## config.mk

```make
export PLATFORM = sky130hd
export DESIGN_NAME = trace_pkt_extract
export DESIGN_NICKNAME = d
export VERILOG_FILES = /design/src/rtl/tpx_pkg.sv /design/src/rtl/tpx_slot.sv /design/src/rtl/tpx_gate.sv /design/src/rtl/tpx_pack.sv /design/src/rtl/trace_pkt_extract.sv
export SDC_FILE = /design/constraint.sdc
export NUM_CORES = 1
export LEC_CHECK = 0
export BUFFER_PORTS_ARGS = -buffer_cell sky130_fd_sc_hd__clkbuf_2
export CAP_MARGIN = 5
export CORE_ASPECT_RATIO = 0.75
export CORE_MARGIN = 2
export CORE_UTILIZATION = 40
export CTS_CLUSTER_SIZE = 12
export DETAILED_ROUTE_END_ITERATION = 8
export GPL_TIMING_DRIVEN = 0
export MAX_ROUTING_LAYER = met4
export PLACE_DENSITY_LB_ADDON = 0.1
export SLEW_MARGIN = 10
export SYNTH_ARGS = -nofsm -noshare
export SYNTH_HDL_FRONTEND = slang
export SYNTH_SLANG_ARGS = --single-unit
```

## constraint.sdc

```tcl
create_clock -name clk -period 5 [get_ports clk]
set_input_delay 0.5 -clock clk [delete_from_list [all_inputs] [get_ports clk]]
set_output_delay 0.5 -clock clk [all_outputs]
set_load 0.02 [all_outputs]
```

## src/rtl/tpx_pkg.sv

```systemverilog
package tpx_pkg;

   // Port width selection as seen on the port_mode input
   typedef enum logic [1:0] {
      PW_NIB  = 2'b00,
      PW_BYTE = 2'b01,
      PW_HALF = 2'b10,
      PW_ALT  = 2'b11
   } port_mode_e;

   localparam int unsigned BYTE_W = 8;
   localparam int unsigned NIB_W  = 4;

endpackage

```

## src/rtl/tpx_slot.sv

```systemverilog
// One-entry sample holding register between the capture side and extraction.
module tpx_slot #(
   parameter int unsigned DATA_W = 16,
   parameter int unsigned STAT_W = 3
) (
   input  logic              clk,
   input  logic              rst_n,
   input  logic              in_valid,
   output logic              in_ready,
   input  logic [STAT_W-1:0] in_stat,
   input  logic [DATA_W-1:0] in_data,
   input  logic              in_trig,
   input  logic              in_sync,
   input  logic              pop,
   output logic              held,
   output logic [STAT_W-1:0] held_stat,
   output logic [DATA_W-1:0] held_data,
   output logic              held_trig,
   output logic              held_sync
);

   logic vld_q;

   assign in_ready = !vld_q;
   assign held     = vld_q;

   always_ff @(posedge clk or negedge rst_n) begin
      if (!rst_n) begin
         vld_q     <= 1'b0;
         held_stat <= '0;
         held_data <= '0;
         held_trig <= 1'b0;
         held_sync <= 1'b0;
      end else if (in_valid && !vld_q) begin
         vld_q     <= 1'b1;
         held_stat <= in_stat;
         held_data <= in_data;
         held_trig <= in_trig;
         held_sync <= in_sync;
      end else if (pop) begin
         vld_q <= 1'b0;
      end
   end

endmodule

```

## src/rtl/tpx_gate.sv

```systemverilog
// Decides whether the held sample is discarded or passed to packing,
// and tracks an outstanding skip-to-sync request.
module tpx_gate #(
   parameter int unsigned           STAT_W      = 3,
   parameter int unsigned           SKIP_W      = 4,
   parameter logic [STAT_W-1:0]     NODATA_CODE = 3'd6
) (
   input  logic              clk,
   input  logic              rst_n,
   input  logic              skip_go,
   input  logic [SKIP_W-1:0] skip_n,
   input  logic              step,
   input  logic              held,
   input  logic [STAT_W-1:0] held_stat,
   input  logic              held_trig,
   input  logic              held_sync,
   output logic              pass,
   output logic              drop
);

   localparam logic [SKIP_W-1:0] LAST_SYNC = SKIP_W'(1);

   logic [SKIP_W-1:0] left_q;
   logic              skipping;
   logic              reach;
   logic              no_data;

   assign skipping = (left_q != '0);
   assign reach    = held_sync && (left_q == LAST_SYNC);
   assign no_data  = (held_stat == NODATA_CODE) || held_trig;
   assign drop     = held && ((skipping && !reach) || no_data);
   assign pass     = held && !drop;

   always_ff @(posedge clk or negedge rst_n) begin
      if (!rst_n) begin
         left_q <= '0;
      end else if (skip_go) begin
         left_q <= skip_n;
      end else if (step && held && skipping && held_sync) begin
         left_q <= left_q - LAST_SYNC;
      end
   end

endmodule

```

## src/rtl/tpx_pack.sv

```systemverilog
// Splits or joins sample fields into bytes and owns the output register.
module tpx_pack
   import tpx_pkg::*;
#(
   parameter int unsigned DATA_W = 16,
   parameter bit          NIB_EN = 1'b1
) (
   input  logic              clk,
   input  logic              rst_n,
   input  logic              flush,
   input  logic [1:0]        port_mode,
   input  logic              fire,
   input  logic              pass,
   input  logic              drop,
   input  logic [DATA_W-1:0] data,
   output logic              pop,
   output logic              m_valid,
   input  logic              m_ready,
   output logic [BYTE_W-1:0] m_data
);

   port_mode_e        mode;
   logic              half_q, half_n;
   logic              emit;
   logic [BYTE_W-1:0] byte_n;
   logic              nib_ld, nib_clr;
   logic              nib_vld;
   logic [NIB_W-1:0]  nib_q;

   assign mode = port_mode_e'(port_mode);

   always_comb begin
      emit    = 1'b0;
      pop     = 1'b0;
      byte_n  = '0;
      half_n  = half_q;
      nib_ld  = 1'b0;
      nib_clr = 1'b0;
      if (fire) begin
         if (drop) begin
            pop     = 1'b1;
            half_n  = 1'b0;
            nib_clr = 1'b1;
         end else if (pass) begin
            unique case (mode)
               PW_NIB: begin
                  pop = 1'b1;
                  if (nib_vld) begin
                     emit    = 1'b1;
                     byte_n  = {data[NIB_W-1:0], nib_q};
                     nib_clr = 1'b1;
                  end else begin
                     nib_ld = 1'b1;
                  end
               end
               PW_HALF: begin
                  emit = 1'b1;
                  if (half_q) begin
                     byte_n = data[2*BYTE_W-1:BYTE_W];
                     pop    = 1'b1;
                     half_n = 1'b0;
                  end else begin
                     byte_n = data[BYTE_W-1:0];
                     half_n = 1'b1;
                  end
               end
               default: begin
                  emit   = 1'b1;
                  byte_n = data[BYTE_W-1:0];
                  pop    = 1'b1;
               end
            endcase
         end
      end
   end

   always_ff @(posedge clk or negedge rst_n) begin
      if (!rst_n)     half_q <= 1'b0;
      else if (flush) half_q <= 1'b0;
      else            half_q <= half_n;
   end

   generate
      if (NIB_EN) begin : g_nib
         logic             nv_q;
         logic [NIB_W-1:0] nd_q;
         always_ff @(posedge clk or negedge rst_n) begin
            if (!rst_n) begin
               nv_q <= 1'b0;
               nd_q <= '0;
            end else if (flush || nib_clr) begin
               nv_q <= 1'b0;
            end else if (nib_ld) begin
               nv_q <= 1'b1;
               nd_q <= data[NIB_W-1:0];
            end
         end
         assign nib_vld = nv_q;
         assign nib_q   = nd_q;
      end else begin : g_no_nib
         assign nib_vld = 1'b0;
         assign nib_q   = '0;
      end
   endgenerate

   always_ff @(posedge clk or negedge rst_n) begin
      if (!rst_n) begin
         m_valid <= 1'b0;
         m_data  <= '0;
      end else if (emit) begin
         m_valid <= 1'b1;
         m_data  <= byte_n;
      end else if (m_ready) begin
         m_valid <= 1'b0;
      end
   end

endmodule

```

## src/rtl/trace_pkt_extract.sv

```systemverilog
module trace_pkt_extract #(
   parameter int unsigned           DATA_W      = 16,
   parameter int unsigned           STAT_W      = 3,
   parameter int unsigned           SKIP_W      = 4,
   parameter logic [STAT_W-1:0]     NODATA_CODE = 3'd6,
   parameter bit                    NIB_EN      = 1'b1
) (
   input  logic              clk,
   input  logic              rst_n,
   input  logic [1:0]        port_mode,
   input  logic              flush,
   input  logic              skip_go,
   input  logic [SKIP_W-1:0] skip_n,
   input  logic              s_valid,
   output logic              s_ready,
   input  logic [STAT_W-1:0] s_stat,
   input  logic [DATA_W-1:0] s_data,
   input  logic              s_trig,
   input  logic              s_sync,
   input  logic              s_end,
   output logic              m_valid,
   input  logic              m_ready,
   output logic [7:0]        m_data,
   output logic              underflow
);

   generate
      if (DATA_W < 16) begin : g_bad_data_w
         $error("trace_pkt_extract: DATA_W must be at least 16");
      end
      if (SKIP_W < 1) begin : g_bad_skip_w
         $error("trace_pkt_extract: SKIP_W must be at least 1");
      end
      if (STAT_W < 1) begin : g_bad_stat_w
         $error("trace_pkt_extract: STAT_W must be at least 1");
      end
   endgenerate

   logic              held, held_trig, held_sync;
   logic [STAT_W-1:0] held_stat;
   logic [DATA_W-1:0] held_data;
   logic              pass, drop, pop, fire, out_free;
   logic              und_q;

   assign out_free  = !m_valid || m_ready;
   assign fire      = held && out_free && !flush && !skip_go;
   assign underflow = und_q;

   tpx_slot #(.DATA_W(DATA_W), .STAT_W(STAT_W)) u_slot (
      .clk       (clk),
      .rst_n     (rst_n),
      .in_valid  (s_valid),
      .in_ready  (s_ready),
      .in_stat   (s_stat),
      .in_data   (s_data),
      .in_trig   (s_trig),
      .in_sync   (s_sync),
      .pop       (pop),
      .held      (held),
      .held_stat (held_stat),
      .held_data (held_data),
      .held_trig (held_trig),
      .held_sync (held_sync)
   );

   tpx_gate #(.STAT_W(STAT_W), .SKIP_W(SKIP_W), .NODATA_CODE(NODATA_CODE)) u_gate (
      .clk       (clk),
      .rst_n     (rst_n),
      .skip_go   (skip_go),
      .skip_n    (skip_n),
      .step      (fire),
      .held      (held),
      .held_stat (held_stat),
      .held_trig (held_trig),
      .held_sync (held_sync),
      .pass      (pass),
      .drop      (drop)
   );

   tpx_pack #(.DATA_W(DATA_W), .NIB_EN(NIB_EN)) u_pack (
      .clk       (clk),
      .rst_n     (rst_n),
      .flush     (flush),
      .port_mode (port_mode),
      .fire      (fire),
      .pass      (pass),
      .drop      (drop),
      .data      (held_data),
      .pop       (pop),
      .m_valid   (m_valid),
      .m_ready   (m_ready),
      .m_data    (m_data)
   );

   always_ff @(posedge clk or negedge rst_n) begin
      if (!rst_n) und_q <= 1'b0;
      else        und_q <= m_ready && !m_valid && !held && !s_valid && s_end;
   end

endmodule

```

* After elaboration in Yosys (flattened, before gate mapping)
Index checks and enable logic that the tools add are counted.
** Word-level totals
- Input bits :: 34
- Register bits after elaboration :: 42
- Output and inout port bits :: 11
** Cells by class
- Reductions and logical operators :: 37
- Equality and inequality tests :: 3
- Add/sub/neg operators :: 1
- Muxes and demuxes :: 39
- Bitwise logic cells :: 1
** Operator list (number)
- $mux 8 :: 5
- $mux 1 :: 31
- $pmux 8 s2 :: 1
- $logic_and 1x1->1 :: 15
- $reduce_bool 2->1 :: 5
- $mux 4 :: 2
- $logic_not 1->1 :: 7
- $reduce_bool 3->1 :: 2
- $eq 4x1->1 const B :: 1
- $logic_or 1x1->1 :: 4
- $reduce_bool 4->1 :: 1
- $sub 4x1->4 const B :: 1
- $eq 3x3->1 const B :: 1
- $reduce_and 3->1 :: 1
- $eq 2x2->1 const B :: 1
- $logic_not 2->1 :: 1
- $reduce_and 2->1 :: 1
- $not 1->1 :: 1

* Longest topological paths before layout
Gate-level depths: netlist of run 1.
- Depth after elaboration :: 14
- Depth in mapped cells :: 7
- Mapped depth without buffers :: 6

* Cells and area by module
From an unflattened synthesis of run 1, not the netlist that was laid out.
** Unflattened totals
- Cells, all modules :: 190
- Area, all modules :: 2233.4 µm²
** Modules (own cells, without submodules)
- tpx_pack :: instances 1, cells an instance 106, area each 974.7 µm²
- tpx_slot :: instances 1, cells an instance 48, area each 913.4 µm²
- tpx_gate :: instances 1, cells an instance 31, area each 289.0 µm²
- trace_pkt_extract :: instances 1, cells an instance 5, area each 56.3 µm²

* Worst setup path before layout of run 1
No wires, ideal clock.
- Kind :: input-to-reg
- Start point :: input skip_go
- End point :: register u_pack.g_nib.nd_q[0]
- Setup slack :: 3.193 ns
- Arrival :: 1.680 ns
- Stages on the path :: 5
- Buffers on the path :: 1
- Cell sequence :: buf_2 nor3b_2 and2_1 and4b_2 mux2_1
** Between the ends
- Word-level cells in the longest chain between the ends :: 6
- Elaborated cells between the ends (all ways) :: 7
- Classes of those cells :: mux (2); bitwise (1); reduce/logical (4)
** Ends and longest elaborated chain
- from (decl) :: RTL line trace_pkt_extract.sv:12 : input logic skip_go,
- $logic_not 1->1 (*) :: RTL line trace_pkt_extract.sv:46 : assign fire = held && out_free && !flush && !skip_go;
- $logic_and 1x1->1 (*) :: RTL line trace_pkt_extract.sv:46
- $mux 1 :: RTL line tpx_pack.sv:39 : if (fire) begin
- $logic_or 1x1->1 :: RTL line tpx_pack.sv:91 : end else if (flush || nib_clr) begin
- $not 1->1 (no line)
- $reduce_and 2->1 (no line) (*)
- to (signal assigned) :: RTL line tpx_pack.sv:95 : nd_q <= data[NIB_W-1:0];
- to (decl) :: RTL line tpx_pack.sv:86 : logic [NIB_W-1:0] nd_q;
Every way passes the cells marked *; elsewhere a longest branch is shown, timed or not.
A chain may end at the register's enable or synchronous reset.

* Worst setup path in the final report of run 1
- Start point :: register u_gate.left_q[2]
- End point :: register u_pack.g_nib.nd_q[2]
** Between the ends
- Word-level cells in the longest chain between the ends :: 14
- Elaborated cells between the ends (all ways) :: 18
- Classes of those cells :: eq/ne (1); mux (6); bitwise (1); reduce/logical (10)
** Ends and longest elaborated chain
- from (decl) :: RTL line tpx_gate.sv:23 : logic [SKIP_W-1:0] left_q;
- from (signal assigned) :: RTL line tpx_gate.sv:38 : left_q <= skip_n;
- from (signal assigned) :: RTL line tpx_gate.sv:40 : left_q <= left_q - LAST_SYNC;
- $eq 4x1->1 :: RTL line tpx_gate.sv:29 : assign reach = held_sync && (left_q == LAST_SYNC);
- $logic_and 1x1->1 :: RTL line tpx_gate.sv:29
- $logic_not 1->1 :: RTL line tpx_gate.sv:31 : assign drop = held && ((skipping && !reach) || no_data);
- $logic_and 1x1->1 (*) :: RTL line tpx_gate.sv:31
- $logic_or 1x1->1 (*) :: RTL line tpx_gate.sv:31
- $logic_and 1x1->1 (*) :: RTL line tpx_gate.sv:31
- $logic_not 1->1 :: RTL line tpx_gate.sv:32 : assign pass = held && !drop;
- $logic_and 1x1->1 :: RTL line tpx_gate.sv:32
- $mux 1 :: RTL line tpx_pack.sv:44 : end else if (pass) begin
- $mux 1 :: RTL line tpx_pack.sv:40 : if (drop) begin
- $mux 1 :: RTL line tpx_pack.sv:39
- $logic_or 1x1->1 :: RTL line tpx_pack.sv:91
- $not 1->1 (no line)
- $reduce_and 2->1 (no line) (*)
Marked as above.

==> results_dict.tcl, run 1 <==
set metrics [dict create \
    status "complete, no violations" \
    ios 45 \
    crit_arrival_ns 2.02 \
    root_buffer "clkbuf_8" \
    leakagePower_nw 1.124 \
    die_h_um 65.19 \
    drc_errors 0 \
    worst_clock_skew_ns 0.003391 \
    grt_pass1_vias 1486 \
    final_common_cell "clkbuf_2" \
    num_rows 22 \
    holdBufCountCts 0 \
    setup-tns-final_ns 0 \
    r2r-end "u_pack.g_nib.nd_q[2]$_DFFE_PN0P_" \
    path_cells "or3_4, nor3_4, and4b_2, mux2_1" \
    slowest_stage "dfrtp_1" \
    insertion_delay_ns 0.29 \
    r2r_start "u_gate.left_q[2]$_DFFE_PN0P_" \
    cp_num_buf_inv 0 \
    seq_area_um2 1051 \
    rrSetupSlack_ns 3.14 \
    period_needed_ns 1.856 \
    core_area_um2 4845 \
    ys_seq_area_share_pct 52.63 \
    r2r_cells 4 \
    n_fill_cell 458 \
    synth_top_area_cell "dfrtp_1" \
    synth_top_area_share_pct 52.63 \
    final_cells 278 \
    wl_per_cell_um 15.93 \
    final_max_slew_viol_count 0 \
    ant_nets 0 \
    grt_pass1_wl_mm 7.438 \
    die_w_um 85.59 \
    cts_buffer_depth 2 \
    async_flop_share_pct 100.0 \
    antenna_found_initial 0 \
    ir_worst_vdd_mv 0.2550 \
    clkTransAtPathRegs_ns 0.08 \
    required_ns 5.17 \
    drive_above_1_share_pct 37.61 \
    grt_max_degree 43 \
    syn_nets 203 \
    netlist_area_um2 1997 \
    synth_cell_types 37 \
    routed_wl_mm 4.429 \
    dpl_worst_slack_ns 3.002 \
    avgSynthCellArea_um2 11.96 \
    pwr_density_cell_nw_per_um2 424.2 \
    drt_iter0_markers 173 \
    endpoint "u_pack.g_nib.nd_q[2]$_DFFE_PN0P_" \
    cts.sinks 42 \
    hpwl_mm 3.321 \
    gp_congestion 0.8585 \
    post_cts_buffers 0 \
    cts_tree "done" \
    worst-slew-pin-transition_ns 1.026 \
    cts_buffers 5 \
    synthTopCellsByArea "dfrtp_1, mux2_2, a222oi_1, a22o_1, a31oi_1" \
    finalCritPeriodShare_pct 37.11 \
    synth_edf_count 0 \
    worstPathMaxFanout 5 \
    grt_use_total_pct 17.99 \
    htree_levels 2 \
    cts_resized 0 \
    final_cell_mix "clkbuf_2, dfrtp_1, mux2_2" \
    dieArea_um2 5579 \
    viasPerCell 5.561 \
    dr.pass1.iters 5 \
    setup_ws_ns 3.144 \
    nets 253 \
    end_kind "register" \
    cp-start-kind "register" \
    setup_viol_count_final 0 \
    overflow 0 \
    crit_family "simple AND/OR/NAND/NOR gates" \
    crit_start "u_gate.left_q[2]$_DFFE_PN0P_" \
    cap_violations 0 \
    numPortBuffers 43 \
    vias 1546 \
    ys_seq_elements 42 \
    maxSlewHeadroom_pct 31.61 \
    total_power_w 0.001015 \
    multi_input_area_um2 878.3 \
    synth_warnings 0 \
    syn2layout_area_growth_pct 19.86 \
    final-hold-violation-count 0 \
    rsz0062_at_grt "false" \
    diodes 0 \
    max_freq_mhz 538.9 \
    yosys_most_used_dff "dfrtp_1" \
    worstSetupPathType "register to register" \
    start_util_pct 41.22 \
    cp.depth 4 \
    hold_path_class "input port to async pin" \
    slowest_delay_ns 0.43 \
    postSynthCellCount 167 \
    placedCellCount 270 \
]
-- cell type report --
type                       instances  share of cell area [%]
tap                               60                   3.136
inverter                           5                  0.7841
buffer                            11                   2.039
timing repair buffer              43                   8.991
clock buffer                       7                   3.189
clock inverter                     1                   1.255
sequential                        42                   43.91
multi-input combinational        109                   36.70
-- registers in the layout, summed over array words and instances, names as in the netlist --
register,flops
underflow,1
u_pack.half_q,1
u_slot.held_data,16
u_pack.m_data,8
u_pack.g_nib.nd_q,4
u_slot.held_sync,1
u_gate.left_q,4
u_pack.m_valid,1
u_pack.g_nib.nv_q,1
u_slot.held_stat,3
u_slot.held_trig,1
u_slot.held,1
-- cell families (layout without fill, tap and decap cells) --
kind of cell | count (synthesis) | after routing | share of synthesized area, %
buffers and inverters | 16 | 67 | 3.383
adder cells (fa/ha/maj) | 2 | 2 | 1.253
XOR/XNOR | 1 | 1 | 0.4387
AO/OA/AOI/OAI | 43 | 43 | 15.73
AND/OR/NAND/NOR | 35 | 35 | 10.90
multiplexers | 28 | 28 | 15.66
flip-flops | 42 | 42 | 52.63
-- per-stage QoR --
stage	area, um^2	hold WS [ns]	util (%)
3_3_place_gp	2287	0.4364	47.21
2_1_floorplan	1997	0.2044	-
5_1_grt	2394	0.3879	49.41
4_1_cts	2394	0.3980	49.41
3_5_place_dp	2287	0.4504	47.21
6_report	2394	0.3771	49.41
-- routing by layer --
metal	vias to the layer above	share of wire (%)	wire length, um	GRT usage [%]
li1	735	-	-	-
met2	61	42	1846	24.22
met4	0	0.32	14	4.167
met5	-	0	0	-
met1	747	50	2194	26.69
met3	3	8.4	374	5.151
-- worst min path at each step --
| stage | from | end | slack (ns) |
|---|---|---|---|
| after floorplan | rst_n | u_gate.left_q[0]$_DFFE_PN0P_ | 0.20 |
| after global placement | u_pack.m_valid$_DFFE_PN0P_ | underflow$_DFF_PN0_ | 0.44 |
| after detailed placement | u_pack.m_valid$_DFFE_PN0P_ | underflow$_DFF_PN0_ | 0.45 |
| after CTS | flush | u_pack.half_q$_DFFE_PN0P_ | 0.40 |
| after global routing | flush | u_pack.half_q$_DFFE_PN0P_ | 0.39 |
| final | rst_n | underflow$_DFF_PN0_ | 0.38 |
-- power breakdown --
group	internal [W]	switching (W)	total (W)
combinational	0.000130	0.000134	0.000264
sequential	0.000426	0.0000641	0.000490
clock	0.000149	0.000111	0.000261
total	0.000706	0.000310	0.00102
-- cells in the mapped netlist, types with 4 or more instances --
cell       n
nand3_1    6
mux2_2    22
mux2_1     4
nand2_1    5
nor2_1     5
buf_2      5
a222oi_1   8
a21oi_1   10
dfrtp_1   42
nand2b_1   4
inv_1      5
a31oi_1    9
a22o_1     8
(Power assumes the default switching activity.)
==> inputs of run 2 (changes only) <==
- clock period: 5 -> 1.62 ns (I/O delays scaled with it)
==> run 2 against run 1 <==
Compared with the run above: clock skew is 0.0020 ns higher; critical path type unchanged; clock power grew to 2.7 times the previous value; the run now ends with setup timing left; total power grew to 3.1 times the previous value; largest cell class unchanged; largest power group unchanged.
==> results_dict.tcl, run 2 (synthesized netlist as in run 1, its figures left out) <==
set metrics [dict create \
    nets 260 \
    diodes 0 \
    final_common_cell "clkbuf_2" \
    r2r_cells 4 \
    r2r-end "u_pack.g_nib.nd_q[3]$_DFFE_PN0P_" \
    max_freq_mhz 589.8 \
    leakagePower_nw 1.176 \
    ir_worst_vdd_mv 0.6049 \
    dieArea_um2 5579 \
    worst-slew-pin-transition_ns 1.064 \
    rsz0062_at_grt "true" \
    hold_path_class "input port to async pin" \
    pwr_density_cell_nw_per_um2 1238 \
    numPortBuffers 43 \
    top_register "u_slot.held_data" \
    root_buffer "clkbuf_8" \
    cts_buffer_depth 2 \
    num_rows 22 \
    wl_per_cell_um 16.20 \
    violations "setup timing" \
    final_cell_mix "clkbuf_2, dfrtp_1, mux2_2" \
    grt_pass1_vias 1484 \
    status "finished, violations left" \
    cts_tree "done" \
    cp-start-kind "register" \
    final_max_slew_viol_count 0 \
    maxSlewHeadroom_pct 29.05 \
    rrSetupSlack_ns -0.08 \
    cap_violations 0 \
    viasPerCell 5.509 \
    worst_clock_skew_ns 0.005439 \
    drive_above_1_share_pct 48.00 \
    reg_top3 "u_slot.held_data (16), u_pack.m_data (8)" \
    hpwl_mm 3.252 \
    die_h_um 65.19 \
    overflow 0 \
    gp_congestion 0.8260 \
    end_kind "register" \
    drt_iter0_markers 126 \
    grt_use_total_pct 17.83 \
    clkTransAtPathRegs_ns 0.08 \
    final-hold-violation-count 0 \
    setup_viol_count_final 13 \
    finalCritPeriodShare_pct 104.7 \
    multi_input_area_um2 964.7 \
    n_fill_cell 453 \
    r2r_start "u_slot.held_trig$_DFFE_PN0P_" \
    worstSetupPathType "register to register" \
    drc_errors 0 \
    cts_buffers 5 \
    vias 1570 \
    die_w_um 85.59 \
    grt_max_degree 43 \
    htree_levels 2 \
    crit_arrival_ns 1.88 \
    antenna_found_initial 0 \
    fin_hold_ws_ns 0.03956 \
    slowest_delay_ns 0.40 \
    core_area_um2 4845 \
    period_needed_ns 1.696 \
    grt_pass1_wl_mm 7.265 \
    fin_util_pct 52.58 \
    worstPathMaxFanout 4 \
    routed_wl_mm 4.618 \
    seq_area_um2 1051 \
    syn2layout_area_growth_pct 27.57 \
    insertion_delay_ns 0.30 \
    required_ns 1.81 \
    slowest_stage "or3_4" \
    ant_nets 0 \
    dpl_worst_slack_ns -0.1510 \
    ios 45 \
    cts.sinks 42 \
    start_util_pct 41.22 \
    largest_reg_flops 16 \
    dr.pass1.iters 4 \
    setup_ws_ns -0.07559 \
    path_cells "or3_4, nor3_4, and4b_2, mux2_1" \
]
-- run 2: routing by layer --
layer	up-vias	wire length, um	track usage [%]
met2	44	1929	23.63
met5	-	0	-
met4	0	70	7.143
li1	747	-	-
met3	8	281	4.020
met1	771	2336	26.30
-- run 2: layout make-up --
type / count / area share [%]
clock buffers: 6 / 3.242
well taps: 60 / 2.947
clock inverters: 2 / 0.4912
plain buffers: 10 / 2.652
inverters: 5 / 0.7367
repair buffers: 51 / 10.81
flip-flops and latches: 42 / 41.26
multi-input cells: 109 / 37.87
-- run 2: per-stage QoR --
stage / instances / power, W / cell area [um^2] / setup TNS, ns
2_1_floorplan: 167 / 0.002058 / 2009 / -0.05069
3_3_place_gp: 270 / 0.002323 / 2300 / -2.386
3_5_place_dp: 270 / 0.002360 / 2300 / -2.701
4_1_cts: 283 / 0.003110 / 2456 / -0.5204
5_1_grt: 285 / 0.003349 / 2547 / -1.612
6_report: 285 / 0.003155 / 2547 / -0.6174
-- run 2: worst max-delay path: cells and delay by family, from the launching register on --
family           cells  cell delay (ns)
muxes                1             0.33
and+or+nand+nor      3             0.86
DFF                  1             0.39
-- run 2: how the worst max path moves through the flow --
stage / startpoint / to / slack, ns
floorplan: u_gate.left_q[2]$_DFFE_PN0P_ / u_pack.g_nib.nd_q[0]$_DFFE_PN0P_ / -0.01
global placement: u_gate.left_q[2]$_DFFE_PN0P_ / u_pack.g_nib.nd_q[3]$_DFFE_PN0P_ / -0.13
detailed placement: u_gate.left_q[2]$_DFFE_PN0P_ / u_pack.g_nib.nd_q[0]$_DFFE_PN0P_ / -0.15
CTS: u_slot.held_trig$_DFFE_PN0P_ / u_pack.g_nib.nd_q[0]$_DFFE_PN0P_ / -0.14
global route: u_gate.left_q[3]$_DFFE_PN0P_ / u_pack.g_nib.nd_q[2]$_DFFE_PN0P_ / -0.16
finish: u_slot.held_trig$_DFFE_PN0P_ / u_pack.g_nib.nd_q[3]$_DFFE_PN0P_ / -0.08
-- run 2: power breakdown --
| group | internal, W | leakage, nW | switching (W) |
|---|---|---|---|
| clock network | 0.000343 | 0.0472 | 0.000372 |
| registers | 0.00131 | 0.519 | 0.000200 |
| logic | 0.000472 | 0.610 | 0.000454 |
| total | 0.00213 | 1.18 | 0.00103 |
-- run 2: repair_timing --
item                                    in CTS  in global routing
setup buffers                                5                  3
hold buffers                                 0                  0
endpoints found under the setup margin      25                 15
resized for setup                            8                 15
pin swaps                                    3                  6
